--- src/rtl/wcm_pkg.sv ---
package wcm_pkg;

    localparam logic [31:0] CRC_POLY_REFL = 32'hEDB88320;
    localparam logic [31:0] CRC_SEED      = 32'hFFFFFFFF;

    typedef enum logic {
        ST_IDLE  = 1'b0,
        ST_FRAME = 1'b1
    } wcm_state_e;

    function automatic logic [31:0] crc_step(input logic [31:0] c_in, input logic [7:0] d);
        logic [31:0] c;
        c = c_in;
        for (int k = 0; k < 8; k++) begin
            if (c[0] ^ d[k]) c = (c >> 1) ^ CRC_POLY_REFL;
            else             c = c >> 1;
        end
        return c;
    endfunction

endpackage

--- src/rtl/wcm_regfile.sv ---
module wcm_regfile #(
    parameter int NUM_SLOTS  = 2,
    parameter int WORD_W     = 16,
    parameter int MASK_WORDS = 4,
    parameter int STRIDE_W   = 3,
    parameter int ADDR_W     = 4
) (
    input  logic                                  clk,
    input  logic                                  rst_n,
    input  logic                                  wr,
    input  logic [ADDR_W-1:0]                     addr,
    input  logic [WORD_W-1:0]                     wdata,
    output logic [WORD_W-1:0]                     rdata,
    output logic [NUM_SLOTS*MASK_WORDS*WORD_W-1:0] mask_flat,
    output logic [NUM_SLOTS*2*WORD_W-1:0]          crc_flat
);
    localparam int WPS     = MASK_WORDS + 2;
    localparam int ENTRIES = NUM_SLOTS * WPS;
    localparam int EIDX_W  = (ENTRIES > 1) ? $clog2(ENTRIES) : 1;

    logic [WORD_W-1:0] mem [ENTRIES];
    logic              hit;
    logic [EIDX_W-1:0] eidx;

    always_comb begin
        int slot_i;
        int word_i;
        slot_i = int'(addr >> STRIDE_W);
        word_i = int'(addr[STRIDE_W-1:0]);
        hit    = (slot_i < NUM_SLOTS) && (word_i < WPS);
        eidx   = hit ? EIDX_W'(slot_i * WPS + word_i) : '0;
    end

    always_ff @(posedge clk or negedge rst_n) begin
        if (!rst_n) begin
            for (int i = 0; i < ENTRIES; i++) mem[i] <= '0;
            rdata <= '0;
        end else begin
            if (wr && hit) mem[eidx] <= wdata;
            rdata <= hit ? mem[eidx] : '0;
        end
    end

    for (genvar s = 0; s < NUM_SLOTS; s++) begin : g_slot
        assign crc_flat[(2*s)*WORD_W   +: WORD_W] = mem[s*WPS + 0];
        assign crc_flat[(2*s+1)*WORD_W +: WORD_W] = mem[s*WPS + 1];
        for (genvar k = 0; k < MASK_WORDS; k++) begin : g_mask
            assign mask_flat[(s*MASK_WORDS+k)*WORD_W +: WORD_W] = mem[s*WPS + 2 + k];
        end
    end

endmodule

--- src/rtl/wcm_ctrl.sv ---
module wcm_ctrl #(
    parameter int MASK_BYTES = 64,
    parameter int IDX_W      = 7
) (
    input  logic             clk,
    input  logic             rst_n,
    input  logic             rx_valid,
    input  logic             rx_sof,
    input  logic             rx_eof,
    output logic             beat,
    output logic             first,
    output logic             last,
    output logic [IDX_W-1:0] idx,
    output logic             in_frame,
    output logic [IDX_W-1:0] byte_cnt
);
    import wcm_pkg::*;

    wcm_state_e       state_q, state_d;
    logic [IDX_W-1:0] cnt_q, cnt_d;

    always_ff @(posedge clk or negedge rst_n) begin
        if (!rst_n) begin
            state_q <= ST_IDLE;
            cnt_q   <= '0;
        end else begin
            state_q <= state_d;
            cnt_q   <= cnt_d;
        end
    end

    always_comb begin
        beat    = 1'b0;
        first   = 1'b0;
        last    = 1'b0;
        idx     = cnt_q;
        state_d = state_q;
        cnt_d   = cnt_q;
        unique case (state_q)
            ST_IDLE: begin
                if (rx_valid && rx_sof) begin
                    beat  = 1'b1;
                    first = 1'b1;
                    idx   = '0;
                    last  = rx_eof;
                    state_d = rx_eof ? ST_IDLE : ST_FRAME;
                end
            end
            ST_FRAME: begin
                if (rx_valid) begin
                    beat  = 1'b1;
                    first = rx_sof;
                    idx   = rx_sof ? '0 : cnt_q;
                    last  = rx_eof;
                    state_d = rx_eof ? ST_IDLE : ST_FRAME;
                end
            end
            default: state_d = ST_IDLE;
        endcase
        if (beat) begin
            if (idx >= IDX_W'(MASK_BYTES)) cnt_d = IDX_W'(MASK_BYTES);
            else                           cnt_d = idx + IDX_W'(1);
        end
    end

    assign in_frame = (state_q == ST_FRAME);
    assign byte_cnt = cnt_q;

endmodule

--- src/rtl/wcm_slot.sv ---
module wcm_slot #(
    parameter int MASK_BYTES = 64,
    parameter int IDX_W      = 7
) (
    input  logic                  clk,
    input  logic                  rst_n,
    input  logic                  beat,
    input  logic                  first,
    input  logic                  last,
    input  logic [IDX_W-1:0]      idx,
    input  logic [7:0]            data,
    input  logic [MASK_BYTES-1:0] live_mask,
    input  logic [31:0]           live_exp,
    output logic                  match
);
    import wcm_pkg::*;

    logic [MASK_BYTES-1:0] snap_mask;
    logic [31:0]           snap_exp;
    logic [31:0]           crc_q;

    logic [MASK_BYTES-1:0] eff_mask;
    logic [31:0]           eff_exp;
    logic [31:0]           base;
    logic [31:0]           crc_nx;
    logic                  sel;
    logic                  tail_clear;
    logic                  hit;
    logic [IDX_W:0]        idx_p1;
    logic [MASK_BYTES-1:0] from_idx;
    logic [MASK_BYTES-1:0] above_idx;

    always_comb begin
        eff_mask   = first ? live_mask : snap_mask;
        eff_exp    = first ? live_exp  : snap_exp;
        base       = first ? CRC_SEED  : crc_q;
        from_idx   = eff_mask >> idx;
        sel        = (idx < IDX_W'(MASK_BYTES)) && from_idx[0];
        crc_nx     = sel ? crc_step(base, data) : base;
        idx_p1     = {1'b0, idx} + (IDX_W+1)'(1);
        above_idx  = eff_mask >> idx_p1;
        tail_clear = (above_idx == '0);
        hit        = last && (eff_mask != '0) && tail_clear && ((~crc_nx) == eff_exp);
    end

    always_ff @(posedge clk or negedge rst_n) begin
        if (!rst_n) begin
            snap_mask <= '0;
            snap_exp  <= '0;
            crc_q     <= CRC_SEED;
            match     <= 1'b0;
        end else begin
            match <= beat && hit;
            if (beat) begin
                crc_q <= crc_nx;
                if (first) begin
                    snap_mask <= live_mask;
                    snap_exp  <= live_exp;
                end
            end
        end
    end

endmodule

--- src/rtl/wake_crc_matcher.sv ---
module wake_crc_matcher #(
    parameter  int NUM_SLOTS  = 2,
    parameter  int WORD_W     = 16,
    parameter  int MASK_WORDS = 4,
    localparam int STRIDE_W   = 3,
    localparam int SLOT_W     = (NUM_SLOTS > 1) ? $clog2(NUM_SLOTS) : 0,
    localparam int ADDR_W     = SLOT_W + STRIDE_W
) (
    input  logic                 clk,
    input  logic                 rst_n,
    input  logic                 rx_valid,
    input  logic                 rx_sof,
    input  logic                 rx_eof,
    input  logic [7:0]           rx_data,
    input  logic                 reg_wr,
    input  logic [ADDR_W-1:0]    reg_addr,
    input  logic [WORD_W-1:0]    reg_wdata,
    output logic [WORD_W-1:0]    reg_rdata,
    output logic [NUM_SLOTS-1:0] match_o
);
    localparam int MASK_BYTES = MASK_WORDS * WORD_W;
    localparam int IDX_W      = $clog2(MASK_BYTES) + 1;

    logic [NUM_SLOTS*MASK_BYTES-1:0] mask_flat;
    logic [NUM_SLOTS*2*WORD_W-1:0]   crc_flat;
    logic                            beat, first, last;
    logic [IDX_W-1:0]                idx;
    logic                            in_frame;
    logic [IDX_W-1:0]                byte_cnt;

    wcm_regfile #(
        .NUM_SLOTS (NUM_SLOTS),
        .WORD_W    (WORD_W),
        .MASK_WORDS(MASK_WORDS),
        .STRIDE_W  (STRIDE_W),
        .ADDR_W    (ADDR_W)
    ) u_regs (
        .clk      (clk),
        .rst_n    (rst_n),
        .wr       (reg_wr),
        .addr     (reg_addr),
        .wdata    (reg_wdata),
        .rdata    (reg_rdata),
        .mask_flat(mask_flat),
        .crc_flat (crc_flat)
    );

    wcm_ctrl #(
        .MASK_BYTES(MASK_BYTES),
        .IDX_W     (IDX_W)
    ) u_ctrl (
        .clk     (clk),
        .rst_n   (rst_n),
        .rx_valid(rx_valid),
        .rx_sof  (rx_sof),
        .rx_eof  (rx_eof),
        .beat    (beat),
        .first   (first),
        .last    (last),
        .idx     (idx),
        .in_frame(in_frame),
        .byte_cnt(byte_cnt)
    );

    for (genvar s = 0; s < NUM_SLOTS; s++) begin : g_slot
        wcm_slot #(
            .MASK_BYTES(MASK_BYTES),
            .IDX_W     (IDX_W)
        ) u_slot (
            .clk      (clk),
            .rst_n    (rst_n),
            .beat     (beat),
            .first    (first),
            .last     (last),
            .idx      (idx),
            .data     (rx_data),
            .live_mask(mask_flat[s*MASK_BYTES +: MASK_BYTES]),
            .live_exp (crc_flat[s*2*WORD_W +: 2*WORD_W]),
            .match    (match_o[s])
        );
    end

endmodule

--- config.mk ---
export PLATFORM = sky130hd
export DESIGN_NAME = wake_crc_matcher
export DESIGN_NICKNAME = d
export VERILOG_FILES = /design/src/rtl/wcm_pkg.sv /design/src/rtl/wcm_regfile.sv /design/src/rtl/wcm_ctrl.sv /design/src/rtl/wcm_slot.sv /design/src/rtl/wake_crc_matcher.sv
export SDC_FILE = /design/constraint.sdc
export NUM_CORES = 1
export LEC_CHECK = 0
export ABC_AREA = 1
export CAP_MARGIN = 25
export CORE_MARGIN = 4
export CORE_UTILIZATION = 30
export DETAILED_ROUTE_END_ITERATION = 12
export DONT_BUFFER_PORTS = 1
export PLACE_DENSITY = 0.54
export SLEW_MARGIN = 20
export SYNTH_ARGS = -nofsm -noshare
export SYNTH_HDL_FRONTEND = slang
export SYNTH_SLANG_ARGS = --single-unit
--- constraint.sdc ---
create_clock -name clk -period 4.1 [get_ports clk]
set_input_delay 0.41 -clock clk [delete_from_list [all_inputs] [get_ports clk]]
set_output_delay 0.41 -clock clk [all_outputs]
set_load 0.05 [all_outputs]
; ---- Word level (Yosys, flattened, before mapping)
; Index checks and enable logic that the tools add are counted.
[word_totals]
ff_bits = 474
in_bits = 34
out_inout_bits = 18
elab_cells = 142
[op_classes]
n_addsub = 3
multipliers = 1
n_lt_le_gt_ge = 6
n_eq_ne = 2
shift = 4
n_mux = 49
bitwise_logic = 36
reduce_logical = 18
[ops]
columns = op, count
row1 = $mux 32, 22
row2 = $not 13->14, 16
row3 = $bwmux 192, 1
row4 = $logic_not 64->1, 2
row5 = $mux 64, 2
row6 = $reduce_bool 64->1, 2
row7 = $shr 64x7->1, 2
row8 = $shr 64x8->64, 2
row9 = $bmux 16 s4, 1
row10 = $demux 16 s4, 1
row11 = $eq 32x32->1, 2
row12 = $mux 16, 4
row13 = $not 32->32, 2
row14 = $mux 7, 4
row15 = $xor 1x1->1, 16
row16 = $logic_and 1x1->1, 14
row17 = $pmux 7 s2, 1
row18 = $add 7x1->8 const B, 1
row19 = $mux 1, 8
row20 = $pmux 1 s2, 4
row21 = $add 7x1->7 const B, 1
row22 = $ge 7x7->1 const B, 1
row23 = $lt 7x7->1 const B, 1
row24 = $ge 5x5->1 const B, 1
row25 = 8 further kinds, 8

; ---- Depth between registers and ports, before layout
; Gate-level depths: netlist of run 1.
[depth]
depth_word = 25
depth_mapped = 26
ltp_nobuf = 23

; ---- Cells and area by module
; A second synthesis of run 1 with hierarchy kept.
[unflattened]
cells_unflattened = 5063
hier_area_um2 = 33285.7
[modules_own_cells]
columns = module, instances, cells_each, area_per_inst_um2, seq_area_each_um2
row1 = wcm_slot at g_slot[0].u_slot, 1, 1887, 11683.7, 3268.1
row2 = wcm_slot at g_slot[1].u_slot, 1, 1923, 11653.7, 3268.1
row3 = wcm_regfile, 1, 1188, 9426.5, 5205.0
row4 = wcm_ctrl, 1, 65, 521.8, 200.2

; ---- Worst setup path after synthesis of run 1
; No wires, ideal clock.
[synth_timing]
path_kind = input -> register
startpoint = input reg_addr[1]
endpoint = register u_regs.mem, in the netlist u_regs.mask_flat[33]
setup_time_ns = 0.133
arrival_ns = 2.777
t_required_ns = 3.967
setup_slack_ns = 1.190
path_stages = 10
path_cell_list = ha_1 > fa_1 > inv_1 > nor2_1 > clkinv_1 > nor2_1 > nand3_1 > clkbuf_1 > nand2_1 > o21ai_0
[synth_via]
elab_chain_len = 9
[synth_rtl]
columns = item, line_no
row1 = from (decl), wake_crc_matcher.sv:16  ; input logic [ADDR_W-1:0] reg_addr,
row2 = "parallel branches: the longest is 9 deep, another holds $ge 5x5->1", --
row3 = "to (signal, indexed assignment)", wcm_regfile.sv:39  ; if (wr && hit) mem[eidx] <= wdata;
row4 = to (decl), wcm_regfile.sv:21  ; logic [WORD_W-1:0] mem [ENTRIES];
; Several ways; the timed one is not identified.
; A chain may end at the register's enable or synchronous reset.

; ---- Worst setup path after layout of run 1
[layout_timing]
startpoint = register u_ctrl.cnt_q[0], in the netlist u_ctrl.byte_cnt[0]
endpoint = register g_slot[0].u_slot.match
[layout_via]
elab_chain_len = 10
[layout_rtl]
columns = item, line_no
row1 = from (decl), wcm_ctrl.sv:20  ; logic [IDX_W-1:0] cnt_q, cnt_d;
row2 = from (signal assigned), wcm_ctrl.sv:28  ; cnt_q <= cnt_d;
row3 = $mux 7, wcm_ctrl.sv:53  ; idx = rx_sof ? '0 : cnt_q;
row4 = $mux 7, wcm_ctrl.sv:50  ; if (rx_valid) begin
row5 = $pmux 7 s2 (*), wcm_ctrl.sv:39  ; unique case (state_q)
row6 = "parallel branches: the longest is 5 deep, another holds $add 7x1->8", --
row7 = $logic_and 1x1->1 (*), wcm_slot.sv:43  ; hit = last && (eff_mask != '0) && tail_clear && ((~crc_nx) == eff_exp);
row8 = $logic_and 1x1->1 (*), wcm_slot.sv:53  ; match <= beat && hit;
row9 = to (signal assigned), wcm_slot.sv:53
row10 = to (decl), wcm_slot.sv:14  ; output logic match
; Every way passes the cells marked *.

==> results of run 1 <==
synthesized netlist by cell type (5+ instances only):
master    instances  area [µm²]
nand2_1        1543        5790
nand3_1         785        3930
dfrtp_1         410       10300
inv_1           377        1420
o21ai_0         355        1780
nor2_1          240         901
clkbuf_1        121         454
buf_2           104         521
xor2_1           95         832
or2_2            76         475
dfstp_2          64        1680
o21ai_1          40         200
and2_1           36         225
nor4_1           33         206
a21oi_1          32         160
a31oi_1          28         175
o22ai_1          28         175
o21a_1           24         180
nand4_1          23         144
nand2_2          22         138
buf_4            18         135
xnor2_1          18         158
a221oi_1         17         149
buf_1            15        56.3
o221ai_1         14         123
nand3b_1         13        97.6
xor2_2           12         195
buf_6            11         124
inv_2            10        37.5
nor3_1            8        40.0
o211ai_1          7        52.6
o31ai_1           7        52.6
or2_1             6        37.5
nor2_2            5        31.3
kinds of logic (layout without fill, tap and decap cells):
logic type / after synthesis / after routing / synth area share (%)
compound gates: 566 / 566 / 10.1
xor+xnor: 127 / 127 / 3.97
fa+ha+maj: 3 / 3 / 0.144
buf+inv: 659 / 604 / 8.81
flops: 474 / 474 / 38.2
other cells: 0 / 2 / 0
simple gates: 2798 / 2798 / 38.7
final cells by class:
cell class	instances	share of cell area, %
Antenna cell	2	0.0144
Clock buffer	80	4.59
Clock inverter	23	0.779
Inverter	390	4.24
Multi-Input combinational cell	3494	47.8
Sequential cell	474	34.4
Tap cell	1380	4.98
Timing Repair Buffer	111	3.16
path summary, 6_finish.rpt:
kind	startpoint	end	slack (ns)	depth (start not counted)
worst max-delay path	u_ctrl.byte_cnt[0]$_DFFE_PN0N_	g_slot[0].u_slot.match$_DFF_PN0_	0.63	19
worst min-delay path	rst_n	g_slot[1].u_slot.snap_mask[37]$_DFFE_PN0N_	-0.50	0
worst max register to register	u_ctrl.byte_cnt[0]$_DFFE_PN0N_	g_slot[0].u_slot.match$_DFF_PN0_	0.63	19
worst min register to register	g_slot[0].u_slot.crc_q[8]$_DFFE_PN1N_	g_slot[0].u_slot.crc_q[8]$_DFFE_PN1N_	0.47	2
max in group asynchronous	rst_n	g_slot[1].u_slot.snap_exp[11]$_DFFE_PN0N_	3.13	0
min in group clk	rx_sof	g_slot[0].u_slot.snap_mask[37]$_DFFE_PN0N_	0.04	2
power groups by stage:
stage,Combinational (mW),Clock (mW),Sequential (mW)
2_1_floorplan,11.1,0,7.12
3_3_place_gp,15.0,0,7.62
3_5_place_dp,15.0,0,7.64
4_1_cts,15.1,5.20,7.57
5_1_grt,17.1,5.40,7.76
6_report,15.2,5.12,7.62
per-stage QoR:
stage,std cells,util [%],power [mW],instance area [µm²]
floorplan,4627,-,18.2,31300
global route,5952,33.5,30.2,34700
detailed placement,5841,31.6,22.6,32700
CTS,5948,33.4,27.8,34600
finish,5954,33.5,27.9,34700
global placement,5841,31.6,22.6,32700
worst max-delay path: stages, from the launching register on:
cell and delay [ns]:
dfrtp_1 0.46, nand2_4 0.14, buf_12 0.28, nand3_1 0.27
nand3_1 0.16, nand3_1 0.10, nand2_1 0.09, nand2_1 0.07
nand3_1 0.08, nand2_1 0.06, nor2_2 0.38, buf_4 0.33
nand3_1 0.19, nand3_1 0.16, nand2_1 0.07, nor2_1 0.11
nand2_1 0.07, nor2_1 0.13, nand3_1 0.10, nor2_1 0.09
placed cells by master, fill, tap and decap left out, drive strengths merged, types with 2 or more instances in the layout:
cell	count
bufinv	4
ha	2
nor4	33
a21oi	32
o221ai	14
xor2	109
and2	36
clkbuf	80
a221oi	17
o21ai	396
a31oi	28
nor2	245
buf	107
a211o	2
nor3	8
nand2	1569
o2111ai	3
nand3b	13
inv	386
diode	2
or2	82
nand3	787
nand4	23
o31ai	7
dfstp	64
xnor2	18
clkinv	22
o21a	24
o211ai	7
o22ai	28
dfrtp	410
dlygate4sd3	4
state kept, by name, summed over array words and instances, names as in the netlist:
register / count
g_slot.u_slot.crc_q: 64
u_regs.mask_flat: 128
g_slot.u_slot.snap_mask: 128
u_ctrl.in_frame: 1
g_slot.u_slot.match: 2
u_ctrl.byte_cnt: 7
u_regs.crc_flat: 64
u_regs.rdata: 16
g_slot.u_slot.snap_exp: 64
per-layer routing:
layer  track usage, %  vias to the layer above  share of wire (%)
met5                0                        -              0.011
met3             3.21                      187                7.5
met2             31.6                     1172                 42
met4             6.38                        2                3.1
met1             32.2                    14500                 47
li1                 -                    14800                  -
==> key figures, run 1 <==
Status
  – Status: finished with violations
  – Failing checks: hold timing, slew limit

STA
  – Setup slack after layout: around 0.63 ns
  – Period Utilization, post-route: between 80 and 90%
  – Setup-failing EPs final: 0
  – Skew final: 0.0323 ns
  – Setup TNS: 0 ns
  – Final Hold Fails: roughly 400
  – Achievable frequency: roughly 290 MHz
  – Worst Tran Pin Value: about 1.8 ns
  – Hold WS: -0.498 ns
  – Final critical-path required period: 3.47 ns
  – Unrepaired setup endpoints after global routing: false
  – Slew Viols, Final: 230
  – Slew headroom: -23.3%

Clock tree
  – Clk slew on worst S/H paths: 0.06 ns
  – Post-CTS Setup Repair Bufs: 0
  – Post-CTS Resized: 0
  – CTS H-Tree Depth: 2
  – CTS tree: yes
  – Hold_buf cts: 4
  – CTS Buf Count: 55
  – Sink Count: ~470
  – Insertion delay to the later sink of the worst-skew pair: approximately 0.63 ns
  – Root Driver: clkbuf_16
  – Clock buffer depth: 3

Logic synthesis
  – Most used DFF post-synth: dfrtp_1
  – Async SR Flop Fraction: 100%
  – Synth Warn #: 0
  – Mean Syn Cell Area: 6.75 µm²
  – Distinct cells, synth: 54
  – Gate Count Post-Synth: around 4600
  – Net Count, Synth: around 4700
  – Mapped cell area: ~0.031 mm²
  – Number of flops mapped to enable cells by yosys: 0
  – Register area share after synthesis: 38.2%
  – Yosys reg bits: 474

Setup path
  – Largest fanout on the critical path: 62
  – Crit start category: flop
  – Kind of critical path: flop to flop
  – Critical Path AT: 4.04 ns
  – Worst path required time: 4.67 ns
  – Worst setup EP type: flop

Place
  – Final GP Congestion: between 0.9 and 1
  – Number of port buffers: 0
  – Detailed placement HPWL: approximately 88 mm
  – Post-Place Worst Slack: just over 0.5 ns

Layout
  – Register area: ~0.012 mm²
  – Layout cells sized above 1: 8.75%
  – Filler cells: around 11000
  – Area of the multi-input gates: 0.0166 mm²
  – # nets final: around 4600
  – Synth-to-layout area growth: 11.0%

Routing
  – Vias: just over 30000
  – DR vias/cell: around 5.2
  – Final wirelength: between 100 and 150 mm
  – DRT Pass-1 Iters: 6
  – Post-DRT Antenna Nets: 0
  – Drt initial violations: around 3600
  – Drt wl/cell: 20.1 µm
  – DRC viols: 0

Power
  – Flop pwr share: between 20% and 30%
  – Logic pwr share: 54.4%
  – Pwr dens: 806 mW/mm²
  – Leakage: about 17 nW
  – Internal power: 14.3 mW
  – Switching Fraction: approximately 50%
  – Worst vdd ir: around 0.34 mV
  – Psw: 13.6 mW
  – Clock power frac: 18.3%

Global routing
  – Initial antenna violation count: 4
  – Largest net degree at the start of global routing: 475
  – Total track usage: between 20% and 30%
  – Vias in the first global route: about 28000
  – First-pass GRT wire length: 181 mm
  – Grt ovf: 0

Hold path
  – HP Class: input pin to asynchronous set/reset pin

Floorplanning
  – Die ar.: approximately 0.11 mm²
  – Initial core utilization: 30.2%
  – I/O pin count: between 50 and 60
  – Die Width: between 300 and 400 µm
  – Rows: 118
  – Die H: roughly 330 µm
  – Core area: between 0.1 and 0.15 mm²

Run
  – # Max-Cap Violations: 0
Power figures use the tool's default switching activity.
==> run 2, diff against run 1 <==
- ABC_AREA: 1 -> 0
- clock period: 4.1 -> 3.5 ns (I/O delays scaled with it)
==> run 2 against run 1 <==
Net effect:
- the run ends with hold timing, slew limit, setup timing left
- fmax down 5.5%
- via count is 3.5% lower
- synthesized cell count is 27% lower
==> key figures, run 2 <==
Status
  – Status: finished with violations
  – Failing checks: hold timing, slew limit, setup timing

Logic synthesis
  – Most used DFF post-synth: dfrtp_1
  – Distinct cells, synth: 114 (+110%)
  – Most frequent cell after synthesis: nand2_1
  – Mapped cell area: 0.0313 mm² (+0.26%)
  – Net Count, Synth: 3409 (-27%)
  – Synth Warn #: 0 (unchanged)
  – Async SR Flop Fraction: 100% (unchanged)
  – Synth top cells by count: nand2_1 (639), dfrtp_1 (410), mux2_2 (261), nor2_1 (256), a21oi_1 (161)
  – Biggest area consumer among synthesized cells: dfrtp_1
  – Gate Count Post-Synth: 3372 (-27%)
  – Synth area leaders: dfrtp_1 (33%), mux2_2 (9.4%), nand2_1 (7.7%)
  – Yosys reg bits: 474 (unchanged)
  – Mean Syn Cell Area: 9.29 µm² (+38%)
  – Register area share after synthesis: 38.1% (-0.10 points)
  – Synth top area share: 32.7% (-0.087 points)
  – Number of flops mapped to enable cells by yosys: 0 (unchanged)

Setup path
  – Crit start category: flop
  – Kind of critical path: flop to flop
  – Worst path required time: 4.06 ns (-0.61 ns)
  – Largest fanout on the critical path: 15 (-76%)
  – Critical Path AT: 4.24 ns (+0.20 ns)
  – Worst setup EP type: flop

Layout
  – Most common cell after layout, fill and taps aside: nand2_1
  – # nets final: 3742 (-18%)
  – Most frequent cells in the layout: nand2_1 (639), buf_4 (469), dfrtp_1 (407), mux2_2 (261), nor2_1 (254)
  – Final instance area: 0.0387 mm² (+12%)
  – Layout cells sized above 1: 28.9% (+20 points)
  – Synth-to-layout area growth: 23.7%

Routing
  – Drt wl/cell: 27.3 µm (+36%)
  – DRT Pass-1 Iters: 6 (unchanged)
  – Post-DRT Antenna Nets: 0 (unchanged)
  – Drt initial violations: 3972 (+10%)
  – DR vias/cell: 5.76 (+12%)
  – DRC viols: 0 (unchanged)
  – Vias: 29600 (-3.5%)
  – Final wirelength: 141 mm (+18%)

Global routing
  – Grt ovf: 0 (unchanged)
  – Initial antenna violation count: 17 (+13)
  – Total track usage: 25.1% (+3.6 points)
  – Largest net degree at the start of global routing: 475 (unchanged)
  – Vias in the first global route: 28800 (+1.7%)
  – First-pass GRT wire length: 204 mm (+13%)

Run
  – # Max-Cap Violations: 0 (unchanged)

Floorplanning
  – Rows: 118 (unchanged)
  – Die H: 331 µm (+0.13%)
  – Core area: 0.104 mm² (+0.14%)
  – I/O pin count: 52 (unchanged)
  – Initial core utilization: 30.2% (+0.037 points)
  – Die ar.: 0.110 mm² (+0.26%)
  – Die Width: 331 µm (+0.13%)

STA
  – Period Utilization, post-route: 105% (+20 points)
  – Hold WS: -0.405 ns (+0.0927 ns)
  – Setup slack after layout: -0.176 ns (-0.803 ns)
  – Slew Viols, Final: 163 (-29%)
  – Skew final: 0.0320 ns (-0.000231 ns)
  – Achievable frequency: 272 MHz (-5.5%)
  – Setup-failing EPs final: 2 (+2)
  – Unrepaired setup endpoints after global routing: true
  – Worst Tran Pin Value: 2.15 ns (+0.298 ns)
  – Slew headroom: -43.1% (-20 points)
  – Setup TNS: -0.338 ns (-0.338 ns)
  – Final critical-path required period: 3.68 ns (+0.203 ns)
  – Final Hold Fails: 424 (+3.4%)

Clock tree
  – CTS Buf Count: 54 (-1.8%)
  – Clk slew on worst S/H paths: 0.07 ns (about the same)
  – CTS tree: yes
  – Hold_buf cts: 22 (+18)
  – Insertion delay to the later sink of the worst-skew pair: 0.66 ns (+0.03 ns)
  – Clock buffer depth: 3 (unchanged)
  – Root Driver: clkbuf_16
  – Sink Count: 474 (unchanged)
  – CTS H-Tree Depth: 2 (unchanged)

Place
  – Final GP Congestion: 1.02 (+13%)
  – Number of port buffers: 0 (unchanged)
  – Detailed placement HPWL: 103 mm (+17%)
  – Dpl cell area: 0.0359 mm² (+9.7%)

Power
  – Leakage: 16.9 nW (-1.6%)
  – Pwr dens: 1060 mW/mm² (+31%)
  – Worst vdd ir: 0.464 mV (+38%)

Hold path
  – HP Class: input pin to asynchronous set/reset pin
## run 2: changes by cell type after synthesis, moves of 129 or more
cell / previous run / this run
a21oi_1: 32 / 161
inv_1: 377 / 23
mux2_2: 0 / 261
mux2i_1: 0 / 152
nand2_1: 1543 / 639
nand3_1: 785 / 46
o21ai_0: 355 / 93
## run 2: cells by family (layout without fill, tap and decap cells)
logic type      after synthesis  count (layout)  share of synthesized area [%]
simple gates               1268            1269                           18.0
flops                       474             474                           38.1
fa+ha+maj                     3               3                          0.144
other cells                   0              14                              0
mux                         460             460                           17.5
buf+inv                     287             665                           4.40
compound gates              682             682                           15.4
xor+xnor                    198             198                           6.42
## run 2: worst paths after layout
path,end,from,cells after the start,slack [ns]
hold reg to reg,g_slot[1].u_slot.crc_q[12]$_DFFE_PN1N_,g_slot[1].u_slot.crc_q[12]$_DFFE_PN1N_,2,0.48
hold / removal,g_slot[0].u_slot.snap_exp[15]$_DFFE_PN0N_,rst_n,0,-0.41
setup reg to reg,g_slot[0].u_slot.match$_DFF_PN0_,u_ctrl.byte_cnt[2]$_DFFE_PN0N_,16,-0.18
max in group asynchronous,g_slot[1].u_slot.snap_mask[7]$_DFFE_PN0N_,rst_n,0,2.39
setup / recovery,g_slot[0].u_slot.match$_DFF_PN0_,u_ctrl.byte_cnt[2]$_DFFE_PN0N_,16,-0.18
min in group clk,g_slot[0].u_slot.crc_q[14]$_DFFE_PN1N_,rx_data[6],3,0.04
## run 2: report_power, final
| group | internal (mW) | switching [mW] |
|---|---|---|
| sequential | 7.60 | 2.62 |
| combinational | 11.2 | 13.1 |
| clock | 3.88 | 2.62 |
## run 2: timing repair
action | CTS | global route
pin swaps | 10 | 25
setup endpoints to repair | 2 | 2
gates resized for setup | 21 | 48
gates cloned | 1 | 1
setup buffers | 11 | 9
hold endpoints to repair | 673 | 474
## run 2: worst max-delay path: stages, from the launching register on
cell and delay, ns:
dfrtp_4 0.50, buf_12 0.16, buf_4 0.14, mux2_2 0.30, mux4_2 0.51, nand3_2 0.10
o31ai_2 0.08, o211ai_4 0.21, buf_12 0.15, buf_12 0.16, buf_6 0.15, nor2_1 0.08
a21oi_2 0.18, a21oi_2 0.09, nor4_2 0.30, nand4b_1 0.17, nor4_2 0.28
## run 2: layout make-up
cell class / count / area, µm²
Antenna cell: 14 / 35.0
Timing Repair Buffer: 538 / 4580
Fill cell: 10600 / 64900
Clock inverter: 34 / 554
Tap cell: 1380 / 1730
Sequential cell: 474 / 12000
Multi-Input combinational cell: 2612 / 18300
Inverter: 25 / 95.1
Clock buffer: 68 / 1470
## run 2: layer usage
metal	GRT usage (%)	share of wire, %
met5	0	0.0064
met4	12.4	5.7
met2	37.1	43
met3	5.14	9.2
met1	34.7	42
## run 2: per-stage QoR
stage / cells / utilization, % / power (mW) / setup slack [ns]
detailed placement: 4984 / 34.6 / 32.6 / -0.418
finish: 5145 / 37.4 / 41.0 / -0.176
floorplan: 3372 / - / 22.8 / 0.282
global placement: 4984 / 34.6 / 32.7 / -0.427
global route: 5142 / 37.4 / 42.8 / -0.293
CTS: 5120 / 37.0 / 39.9 / -0.210
